`src/rtl/spi_cmd_pkg.sv`:
```
package spi_cmd_pkg;

    localparam int DATA_W    = 16;
    localparam int SEL_W     = 6;
    localparam int IDX_W     = 3;
    localparam int ATTR_W    = 7;
    localparam int WORD_W    = 32;

    // status word field positions
    localparam int STAT_RUN  = 30;
    localparam int STAT_OVF  = 25;
    localparam int STAT_UNF  = 17;
    localparam int STAT_TXL  = 12;
    localparam int STAT_RXL  = 4;

    typedef struct packed {
        logic              keep_sel;
        logic [IDX_W-1:0]  attr_idx;
        logic [5:0]        spare;
        logic [SEL_W-1:0]  sel_vec;
        logic [DATA_W-1:0] data;
    } tx_cmd_t;

    typedef struct packed {
        logic       lsb_first;
        logic       cpha;
        logic       cpol;
        logic [3:0] len_m1;
    } frame_attr_t;

    typedef enum logic [1:0] {
        ENG_IDLE  = 2'd0,
        ENG_LEAD  = 2'd1,
        ENG_SHIFT = 2'd2,
        ENG_TRAIL = 2'd3
    } eng_state_t;

    // wire position of the k-th bit of a frame
    function automatic logic [3:0] bit_slot(input logic [3:0] k,
                                            input logic [3:0] len_m1,
                                            input logic       lsb_first);
        return lsb_first ? k : (len_m1 - k);
    endfunction

endpackage

```
`src/rtl/spi_cmd_fifo.sv`:
```
module spi_cmd_fifo #(
    parameter int WIDTH = 32,
    parameter int DEPTH = 4,
    localparam int AW = (DEPTH > 1) ? $clog2(DEPTH) : 1,
    localparam int CW = $clog2(DEPTH + 1)
) (
    input  logic             clk,
    input  logic             rst,
    input  logic             flush,
    input  logic             push,
    input  logic [WIDTH-1:0] din,
    input  logic             pop,
    output logic [WIDTH-1:0] dout,
    output logic [CW-1:0]    count,
    output logic             full,
    output logic             empty
);

    logic [WIDTH-1:0] store [DEPTH];
    logic [AW-1:0]    wr_ptr, rd_ptr;
    logic             do_push, do_pop;

    assign full    = (count == CW'(DEPTH));
    assign empty   = (count == '0);
    assign do_push = push & ~full & ~flush;
    assign do_pop  = pop & ~empty & ~flush;
    assign dout    = store[rd_ptr];

    function automatic logic [AW-1:0] next_ptr(input logic [AW-1:0] p);
        return (p == AW'(DEPTH - 1)) ? '0 : p + 1'b1;
    endfunction

    always_ff @(posedge clk) begin
        if (do_push) begin
            store[wr_ptr] <= din;
        end
    end

    always_ff @(posedge clk) begin
        if (rst || flush) begin
            wr_ptr <= '0;
            rd_ptr <= '0;
            count  <= '0;
        end else begin
            if (do_push) wr_ptr <= next_ptr(wr_ptr);
            if (do_pop)  rd_ptr <= next_ptr(rd_ptr);
            count <= count + CW'(do_push) - CW'(do_pop);
        end
    end

endmodule

```
`src/rtl/spi_frame_engine.sv`:
```
module spi_frame_engine
    import spi_cmd_pkg::*;
#(
    parameter int NUM_SETS = 8,
    localparam int TABLE_W = NUM_SETS * ATTR_W
) (
    input  logic              clk,
    input  logic              rst,
    input  logic              bit_tick,
    input  logic              start_ok,
    input  tx_cmd_t           cmd,
    input  logic [TABLE_W-1:0] attr_table,
    input  logic              miso,
    output logic              cmd_pop,
    output logic              rx_valid,
    output logic [DATA_W-1:0] rx_data,
    output logic              sclk,
    output logic              mosi,
    output logic              sel_active,
    output logic [SEL_W-1:0]  sel_vec
);

    eng_state_t        state;
    frame_attr_t       attr_q;
    frame_attr_t       attr_n;
    logic [DATA_W-1:0] data_q;
    logic              keep_q;
    logic [4:0]        edge_q;
    logic [3:0]        edge_k;
    logic              last_edge;
    logic              sample_now;

    assign attr_n     = frame_attr_t'(attr_table[int'(cmd.attr_idx) * ATTR_W +: ATTR_W]);
    assign cmd_pop    = (state == ENG_IDLE) && start_ok;
    assign edge_k     = edge_q[4:1];
    assign last_edge  = (edge_q == {attr_q.len_m1, 1'b1});
    // even edges lead, odd edges trail; phase picks which one samples
    assign sample_now = edge_q[0] ^ ~attr_q.cpha;

    always_ff @(posedge clk) begin
        if (rst) begin
            state      <= ENG_IDLE;
            attr_q     <= '0;
            data_q     <= '0;
            keep_q     <= 1'b0;
            edge_q     <= '0;
            rx_data    <= '0;
            rx_valid   <= 1'b0;
            sclk       <= 1'b0;
            mosi       <= 1'b0;
            sel_active <= 1'b0;
            sel_vec    <= '0;
        end else begin
            rx_valid <= 1'b0;
            unique case (state)
                ENG_IDLE: begin
                    if (start_ok) begin
                        attr_q     <= attr_n;
                        data_q     <= cmd.data;
                        keep_q     <= cmd.keep_sel;
                        sel_vec    <= cmd.sel_vec;
                        sel_active <= 1'b1;
                        sclk       <= attr_n.cpol;
                        edge_q     <= '0;
                        rx_data    <= '0;
                        if (!attr_n.cpha) begin
                            mosi <= cmd.data[bit_slot(4'd0, attr_n.len_m1, attr_n.lsb_first)];
                        end
                        state <= ENG_LEAD;
                    end
                end
                ENG_LEAD: begin
                    if (bit_tick) state <= ENG_SHIFT;
                end
                ENG_SHIFT: begin
                    if (bit_tick) begin
                        sclk <= ~sclk;
                        if (sample_now) begin
                            rx_data[bit_slot(edge_k, attr_q.len_m1, attr_q.lsb_first)] <= miso;
                        end else if (!last_edge) begin
                            mosi <= data_q[bit_slot(attr_q.cpha ? edge_k : edge_k + 4'd1,
                                                    attr_q.len_m1, attr_q.lsb_first)];
                        end
                        if (last_edge) begin
                            rx_valid <= 1'b1;
                            state    <= ENG_TRAIL;
                        end else begin
                            edge_q <= edge_q + 5'd1;
                        end
                    end
                end
                ENG_TRAIL: begin
                    if (bit_tick) begin
                        sel_active <= keep_q;
                        state      <= ENG_IDLE;
                    end
                end
                default: state <= ENG_IDLE;
            endcase
        end
    end

endmodule

```
`src/rtl/spi_sel_drive.sv`:
```
module spi_sel_drive #(
    parameter int NUM_SEL = 6
) (
    input  logic               active,
    input  logic [NUM_SEL-1:0] vec,
    input  logic [NUM_SEL-1:0] idle_high,
    output logic [NUM_SEL-1:0] sel_out
);

    for (genvar i = 0; i < NUM_SEL; i++) begin : g_sel
        assign sel_out[i] = (active && vec[i]) ? ~idle_high[i] : idle_high[i];
    end

endmodule

```
`src/rtl/spi_cmd_master.sv`:
```
module spi_cmd_master
    import spi_cmd_pkg::*;
#(
    parameter int TX_DEPTH = 4,
    parameter int RX_DEPTH = 4,
    parameter int NUM_SETS = 8,
    localparam int TXC_W   = $clog2(TX_DEPTH + 1),
    localparam int RXC_W   = $clog2(RX_DEPTH + 1),
    localparam int TABLE_W = NUM_SETS * ATTR_W
) (
    input  logic               clk,
    input  logic               rst,
    input  logic               cfg_master,
    input  logic               cfg_halt,
    input  logic [SEL_W-1:0]   cfg_sel_idle_high,
    input  logic [TABLE_W-1:0] cfg_attr_table,
    input  logic               flush_tx,
    input  logic               flush_rx,
    input  logic               bit_tick,
    input  logic               tx_push,
    input  logic [WORD_W-1:0]  tx_word,
    input  logic               rx_pop,
    output logic [DATA_W-1:0]  rx_word,
    output logic [WORD_W-1:0]  status_word,
    output logic               sclk,
    output logic               mosi,
    input  logic               miso,
    output logic [SEL_W-1:0]   sel_out
);

    logic [WORD_W-1:0] tx_head;
    logic [TXC_W-1:0]  tx_count;
    logic              tx_full, tx_empty;
    logic [DATA_W-1:0] rx_head;
    logic [RXC_W-1:0]  rx_count;
    logic              rx_full, rx_empty;
    logic              eng_pop, eng_rx_valid, eng_sel_active, start_ok;
    logic [DATA_W-1:0] eng_rx_data;
    logic [SEL_W-1:0]  eng_sel_vec;
    logic              running, ovf_q, unf_q;

    assign running  = cfg_master & ~cfg_halt;
    assign start_ok = running & ~tx_empty & ~rx_full & ~flush_tx;

    spi_cmd_fifo #(.WIDTH(WORD_W), .DEPTH(TX_DEPTH)) u_txq (
        .clk   (clk),
        .rst   (rst),
        .flush (flush_tx),
        .push  (tx_push),
        .din   (tx_word),
        .pop   (eng_pop),
        .dout  (tx_head),
        .count (tx_count),
        .full  (tx_full),
        .empty (tx_empty)
    );

    spi_cmd_fifo #(.WIDTH(DATA_W), .DEPTH(RX_DEPTH)) u_rxq (
        .clk   (clk),
        .rst   (rst),
        .flush (flush_rx),
        .push  (eng_rx_valid),
        .din   (eng_rx_data),
        .pop   (rx_pop),
        .dout  (rx_head),
        .count (rx_count),
        .full  (rx_full),
        .empty (rx_empty)
    );

    spi_frame_engine #(.NUM_SETS(NUM_SETS)) u_eng (
        .clk        (clk),
        .rst        (rst),
        .bit_tick   (bit_tick),
        .start_ok   (start_ok),
        .cmd        (tx_cmd_t'(tx_head)),
        .attr_table (cfg_attr_table),
        .miso       (miso),
        .cmd_pop    (eng_pop),
        .rx_valid   (eng_rx_valid),
        .rx_data    (eng_rx_data),
        .sclk       (sclk),
        .mosi       (mosi),
        .sel_active (eng_sel_active),
        .sel_vec    (eng_sel_vec)
    );

    spi_sel_drive #(.NUM_SEL(SEL_W)) u_sel (
        .active    (eng_sel_active),
        .vec       (eng_sel_vec),
        .idle_high (cfg_sel_idle_high),
        .sel_out   (sel_out)
    );

    always_ff @(posedge clk) begin
        if (rst) begin
            rx_word <= '0;
            ovf_q   <= 1'b0;
            unf_q   <= 1'b0;
        end else begin
            if (rx_pop && !rx_empty && !flush_rx) rx_word <= rx_head;
            if (tx_push && tx_full && !flush_tx)  ovf_q   <= 1'b1;
            if (rx_pop && rx_empty)               unf_q   <= 1'b1;
        end
    end

    always_comb begin
        status_word                        = '0;
        status_word[STAT_RUN]              = running;
        status_word[STAT_OVF]              = ovf_q;
        status_word[STAT_UNF]              = unf_q;
        status_word[STAT_TXL +: 4]         = 4'(tx_count);
        status_word[STAT_RXL +: 4]         = 4'(rx_count);
    end

endmodule

```
`config.mk`:
```
export PLATFORM = sky130hd
export DESIGN_NAME = spi_cmd_master
export DESIGN_NICKNAME = d
export VERILOG_FILES = /design/src/rtl/spi_cmd_pkg.sv /design/src/rtl/spi_cmd_fifo.sv /design/src/rtl/spi_frame_engine.sv /design/src/rtl/spi_sel_drive.sv /design/src/rtl/spi_cmd_master.sv
export SDC_FILE = /design/constraint.sdc
export NUM_CORES = 1
export LEC_CHECK = 0
export BUFFER_PORTS_ARGS = -buffer_cell sky130_fd_sc_hd__clkbuf_2
export CORE_MARGIN = 4
export CORE_UTILIZATION = 52
export CTS_CLUSTER_DIAMETER = 30
export DETAILED_ROUTE_END_ITERATION = 10
export PLACE_DENSITY = 0.85
export SLEW_MARGIN = 15
export SYNTH_ARGS = -nofsm -noshare
export SYNTH_HDL_FRONTEND = slang
export SYNTH_SLANG_ARGS = --single-unit
export TNS_END_PERCENT = 100
```
`constraint.sdc`:
```
create_clock -name clk -period 2.8 [get_ports clk]
set_clock_uncertainty 0.15 [all_clocks]
set_input_delay 0.14 -clock clk [delete_from_list [all_inputs] [get_ports clk]]
set_output_delay 0.14 -clock clk [all_outputs]
set_load 0.01 [all_outputs]
```
==> tab_implementation.tex <==
\begin{tabular}{lr}
\hline
Metric & Value \\
\hline
\multicolumn{2}{l}{\textbf{Status}} \\
\quad Run status & complete, but fails checks \\
\quad Violated checks & negative setup slack \\
\multicolumn{2}{l}{\textbf{Routing}} \\
\quad Residual antenna-violating net count after detailed routing & 0 \\
\quad Number of detailed-routing iterations run before antenna repair & 5 \\
\quad Total number of vias & 7,880 \\
\quad Detailed-route wire length per cell & 19.05 um \\
\quad Vias per cell & 5.605 \\
\quad Drt total wl & 26,790 um \\
\quad Number of DRC markers in iteration 0 & 615 \\
\quad DRC viols & 0 \\
\multicolumn{2}{l}{\textbf{Power}} \\
\quad Portion of total power attributed to combinational logic & 0.073 \\
\quad Sequential share of power & 0.419 \\
\quad Power per cell area & 675.8 nW/um\^{}2 \\
\quad Clock network fraction of total power & 0.508 \\
\quad Peak supply drop & 0.0005417 V \\
\quad Switching part of the total & 0.2345 \\
\quad Net switching component of the power & 2.306 mW \\
\quad Cell-internal power & 7.530 mW \\
\quad Pleak & 5.331 nW \\
\multicolumn{2}{l}{\textbf{Worst setup path}} \\
\quad Critical path required time & 3.12 ns \\
\quad Element type at the critical path start & flip-flop \\
\quad Top fanout value on the critical path & 13 \\
\quad Depth of the worst register-to-register path & 10 \\
\quad Critical path arrival & 3.19 ns \\
\quad Kind of capture point of the worst setup path & flip-flop \\
\quad Worst setup path class & flip-flop to flip-flop \\
\multicolumn{2}{l}{\textbf{Placement}} \\
\quad Total placed instance area & 12,460 um\^{}2 \\
\quad Number of buffers added on ports & 130 \\
\quad Post-DP HPWL & 16,120 um \\
\quad Final RePlAce weighted congestion & 0.8372 \\
\multicolumn{2}{l}{\textbf{CTS}} \\
\quad Clock Sink Count & 258 \\
\quad Clock slew at the register clock pins of the worst setup and hold paths & 0.05 ns \\
\quad Clock buffer count from CTS & 44 \\
\quad Clock Tree Root & sky130\_fd\_sc\_hd\_\_clkbuf\_16 \\
\quad Clock latency on the worst-skew pair & 0.54 ns \\
\quad Clock tree from TritonCTS & yes \\
\quad Number of buffers between clock root and the deepest sink & 3 \\
\quad Total number of H-tree levels & 2 \\
\multicolumn{2}{l}{\textbf{Timing}} \\
\quad Tightest slew margin relative to the limit & 0.2161 \\
\quad Final period utilization & 1.025 \\
\quad Worst hold-check slack & 0.05926 ns \\
\quad Final Hold Violating Endpoints & 0 \\
\quad Final slew viol count & 0 \\
\quad Actual slew at the worst max-slew pin & 1.171 ns \\
\quad Slack of the critical path & -0.07098 ns \\
\quad Setup repair after global routing missed its margin & true \\
\quad Final count of negative-setup-slack endpoints & 1 \\
\quad Upper clock frequency limit & 348.3 MHz \\
\quad Final Critical Period & 2.871 ns \\
\multicolumn{2}{l}{\textbf{Cells and area}} \\
\quad Share of final-layout standard cells stronger than drive strength 1 & 0.3148 \\
\quad Non-Filler Cell Area, Final & 14,550 um\^{}2 \\
\quad Growth of design area from synthesis to finish & 27.43\% \\
\quad Count of nets after finishing & 1,231 \\
\quad Filler Cell Count & 1,369 \\
\quad Diodes inserted & 0 \\
\multicolumn{2}{l}{\textbf{GRT}} \\
\quad Number of global-route vias before repair & 8,054 \\
\quad Global-route usage over all layers & 0.2125 \\
\quad Wire length of the first global-routing pass & 41,250 um \\
\quad Initial antenna violation count & 0 \\
\quad Aggregate global routing overflow & 0 \\
\quad Maximum number of pins on one net before global-route repair & 56 \\
\multicolumn{2}{l}{\textbf{Die}} \\
\quad I/O pin count & 160 \\
\quad Number of cell rows & 53 \\
\quad Die ar. & 24,400 um\^{}2 \\
\quad Core Region & 21,290 um\^{}2 \\
\quad Initial standard-cell utilization of the core & 0.5365 \\
\quad Height of the chip & 156.2 um \\
\quad Die span in x & 156.2 um \\
\multicolumn{2}{l}{\textbf{Logic synthesis}} \\
\quad Area share of the largest cell type after synthesis & 0.4417 \\
\quad Number of synthesis warnings & 0 \\
\quad Flip-flop and latch count after synthesis & 258 \\
\quad Library cell with the largest summed area after synthesis & sky130\_fd\_sc\_hd\_\_edfxtp\_1 \\
\quad Mapped Avg Cell Area & 13.07 um\^{}2 \\
\quad Top post-synthesis cells by area & sky130\_fd\_sc\_hd\_\_edfxtp\_1 44\%, sky130\_fd\_sc\_hd\_\_dfxtp\_1 16\%, sky130\_fd\_sc\_hd\_\_mux4\_2 10\% \\
\quad Number of distinct library cells after synthesis & 59 \\
\quad Synthesized area & 11,420 um\^{}2 \\
\quad Fraction of registers with async set or reset after synthesis & 0 \\
\quad Cell count after synthesis & 874 \\
\quad Top flip-flop cell by instance count after synthesis & sky130\_fd\_sc\_hd\_\_edfxtp\_1 \\
\quad Sequential share of the synthesized area & 0.5995 \\
\quad Number of synthesized flops with an enable pin & 168 \\
\multicolumn{2}{l}{\textbf{Min path}} \\
\quad Count of cells along the worst hold path & 5 \\
\quad Tightest Hold Check Type & input pin to flip-flop \\
\multicolumn{2}{l}{\textbf{Run}} \\
\quad Max Cap Violations & 0 \\
\hline
\end{tabular}
[power groups by stage]
stage	logic [mW]	registers, mW	clock network (mW)
global route	0.791	4.12	5.25
floorplan	0.431	4.19	0
global placement	0.610	4.19	0
detailed placement	0.621	4.20	0
finish	0.715	4.12	5.00
CTS	0.678	4.12	5.06
[critical path: stages (launching register included)]
cell and delay [ns]:
sky130_fd_sc_hd__dfxtp_2 0.40, sky130_fd_sc_hd__buf_4 0.21, sky130_fd_sc_hd__mux4_2 0.32, sky130_fd_sc_hd__buf_4 0.23
sky130_fd_sc_hd__mux2i_1 0.16, sky130_fd_sc_hd__a22oi_2 0.30, sky130_fd_sc_hd__nand2_2 0.20, sky130_fd_sc_hd__mux2i_1 0.19
sky130_fd_sc_hd__mux2_2 0.27, sky130_fd_sc_hd__o211a_1 0.23, sky130_fd_sc_hd__a21oi_2 0.12
[layout by cell type, fill, tap and decap left out, types with 22 or more instances in the layout]
| cell | netlist | final |
|---|---|---|
| sky130_fd_sc_hd__edfxtp_1 | 168 | 168 |
| sky130_fd_sc_hd__clkbuf_2 | 0 | 130 |
| sky130_fd_sc_hd__nand2_1 | 120 | 119 |
| sky130_fd_sc_hd__dfxtp_1 | 90 | 86 |
| sky130_fd_sc_hd__a21oi_1 | 70 | 68 |
| sky130_fd_sc_hd__mux4_2 | 51 | 52 |
| sky130_fd_sc_hd__buf_4 | 27 | 51 |
| sky130_fd_sc_hd__clkbuf_16 | 0 | 44 |
| sky130_fd_sc_hd__nor2_1 | 44 | 41 |
| sky130_fd_sc_hd__mux2i_1 | 39 | 35 |
| sky130_fd_sc_hd__dlygate4sd3_1 | 0 | 35 |
| sky130_fd_sc_hd__inv_1 | 29 | 28 |
| sky130_fd_sc_hd__conb_1 | 1 | 23 |
| sky130_fd_sc_hd__ha_1 | 27 | 22 |
[per-stage QoR]
| stage | cells | utilization | power (mW) | setup WS, ns | TNS, ns |
|---|---|---|---|---|---|
| floorplan | 896 | - | 4.616 | -0.03059 | -0.03059 |
| global placement | 1277 | 0.5853 | 4.805 | -0.1810 | -0.1810 |
| detailed placement | 1277 | 0.5853 | 4.818 | -0.2001 | -0.2258 |
| global route | 1406 | 0.6837 | 10.17 | -0.1699 | -0.3209 |
| finish | 1406 | 0.6837 | 9.836 | -0.07098 | -0.07098 |
| CTS | 1394 | 0.6722 | 9.858 | -0.09977 | -0.1309 |
[worst paths after layout]
path / start / endpoint / slack, ns
worst max-delay path: flip-flop / u_eng.mosi / -0.07
worst min-delay path: miso / u_eng.rx_data[15] / 0.06
worst max register to register: flip-flop / u_eng.mosi / -0.07
worst min register to register: rx_word[0] / rx_word[0] / 0.30
[final cells by class]
class | instances | area (um^2) | area share
flip-flops and latches | 258 | 6857 | 0.4711
repair buffers | 220 | 1429 | 0.09818
well taps | 275 | 344.1 | 0.02364
clock inverters | 29 | 239.0 | 0.01642
multi-input cells | 540 | 4390 | 0.3017
clock buffers | 52 | 1171 | 0.08047
inverters | 32 | 123.9 | 0.008511
[sequential cells by signal (all words and copies together), names as in the netlist, 2 cells and up, named ones only]
name / cells
u_txq.count: 3
u_eng.sel_vec: 6
u_txq.rd_ptr: 2
u_rxq.count: 3
u_rxq.wr_ptr: 2
u_txq.wr_ptr: 2
u_eng.rx_data: 16
u_txq.store: 104
u_eng.data_q: 16
u_rxq.rd_ptr: 2
rx_word: 16
u_eng.attr_q: 6
u_eng.edge_q: 5
u_eng.state: 2
u_rxq.store: 64
[cells by family (layout without fill, tap and decap cells)]
| group | Yosys count | after routing | synth area share |
|---|---|---|---|
| DFF | 258 | 258 | 0.5995 |
| and+or+nand+nor | 218 | 218 | 0.08282 |
| AOI/OAI and AO/OA | 151 | 151 | 0.07943 |
| buffers and inverters | 101 | 333 | 0.04502 |
| muxes | 94 | 96 | 0.1410 |
| adders and majority gates | 31 | 31 | 0.03659 |
| xor gates and xnor gates | 20 | 21 | 0.01534 |
| other | 1 | 23 | 0.0003283 |
[Yosys cell counts, types with 3 or more instances]
cell,instances
sky130_fd_sc_hd__buf_2,3
sky130_fd_sc_hd__o21a_1,3
sky130_fd_sc_hd__fa_1,4
sky130_fd_sc_hd__edfxtp_1,168
sky130_fd_sc_hd__buf_4,27
sky130_fd_sc_hd__o211ai_1,3
sky130_fd_sc_hd__dfxtp_1,90
sky130_fd_sc_hd__and2_1,9
sky130_fd_sc_hd__a21o_1,4
sky130_fd_sc_hd__o31a_1,4
sky130_fd_sc_hd__inv_1,29
sky130_fd_sc_hd__mux2i_1,39
sky130_fd_sc_hd__nor3_1,13
sky130_fd_sc_hd__a21oi_1,70
sky130_fd_sc_hd__buf_6,4
sky130_fd_sc_hd__or3_1,4
sky130_fd_sc_hd__nor2_1,44
sky130_fd_sc_hd__ha_1,27
sky130_fd_sc_hd__o21ai_0,26
sky130_fd_sc_hd__xnor2_1,17
sky130_fd_sc_hd__clkbuf_1,29
sky130_fd_sc_hd__nand2_1,120
sky130_fd_sc_hd__a211oi_1,8
sky130_fd_sc_hd__nand2b_1,4
sky130_fd_sc_hd__nor2b_1,10
sky130_fd_sc_hd__buf_1,6
sky130_fd_sc_hd__a22oi_1,4
sky130_fd_sc_hd__mux4_2,51
sky130_fd_sc_hd__xor2_1,3
sky130_fd_sc_hd__a31oi_1,12
[repair_timing]
action                                  in CTS  in global routing
cloned                                       0                  3
resized for setup                           13                 38
endpoints found under the setup margin       7                 18
setup buffers                                1                  9
hold buffers                                35                  0
endpoints found under the hold margin      139                  0
pin swaps                                    7                 20
[per-layer routing]
layer  vias to the layer above  global-route usage  part of all wire  wire [um]
met1                      3791              0.2547              0.38      10050
met3                        66             0.04605             0.076       2041
met2                       379              0.3802              0.52      13980
met4                         0             0.07397             0.027        716
li1                       3644                   -                 -          -
met5                         -                   0                 0          0
(Power assumes the default switching activity.)
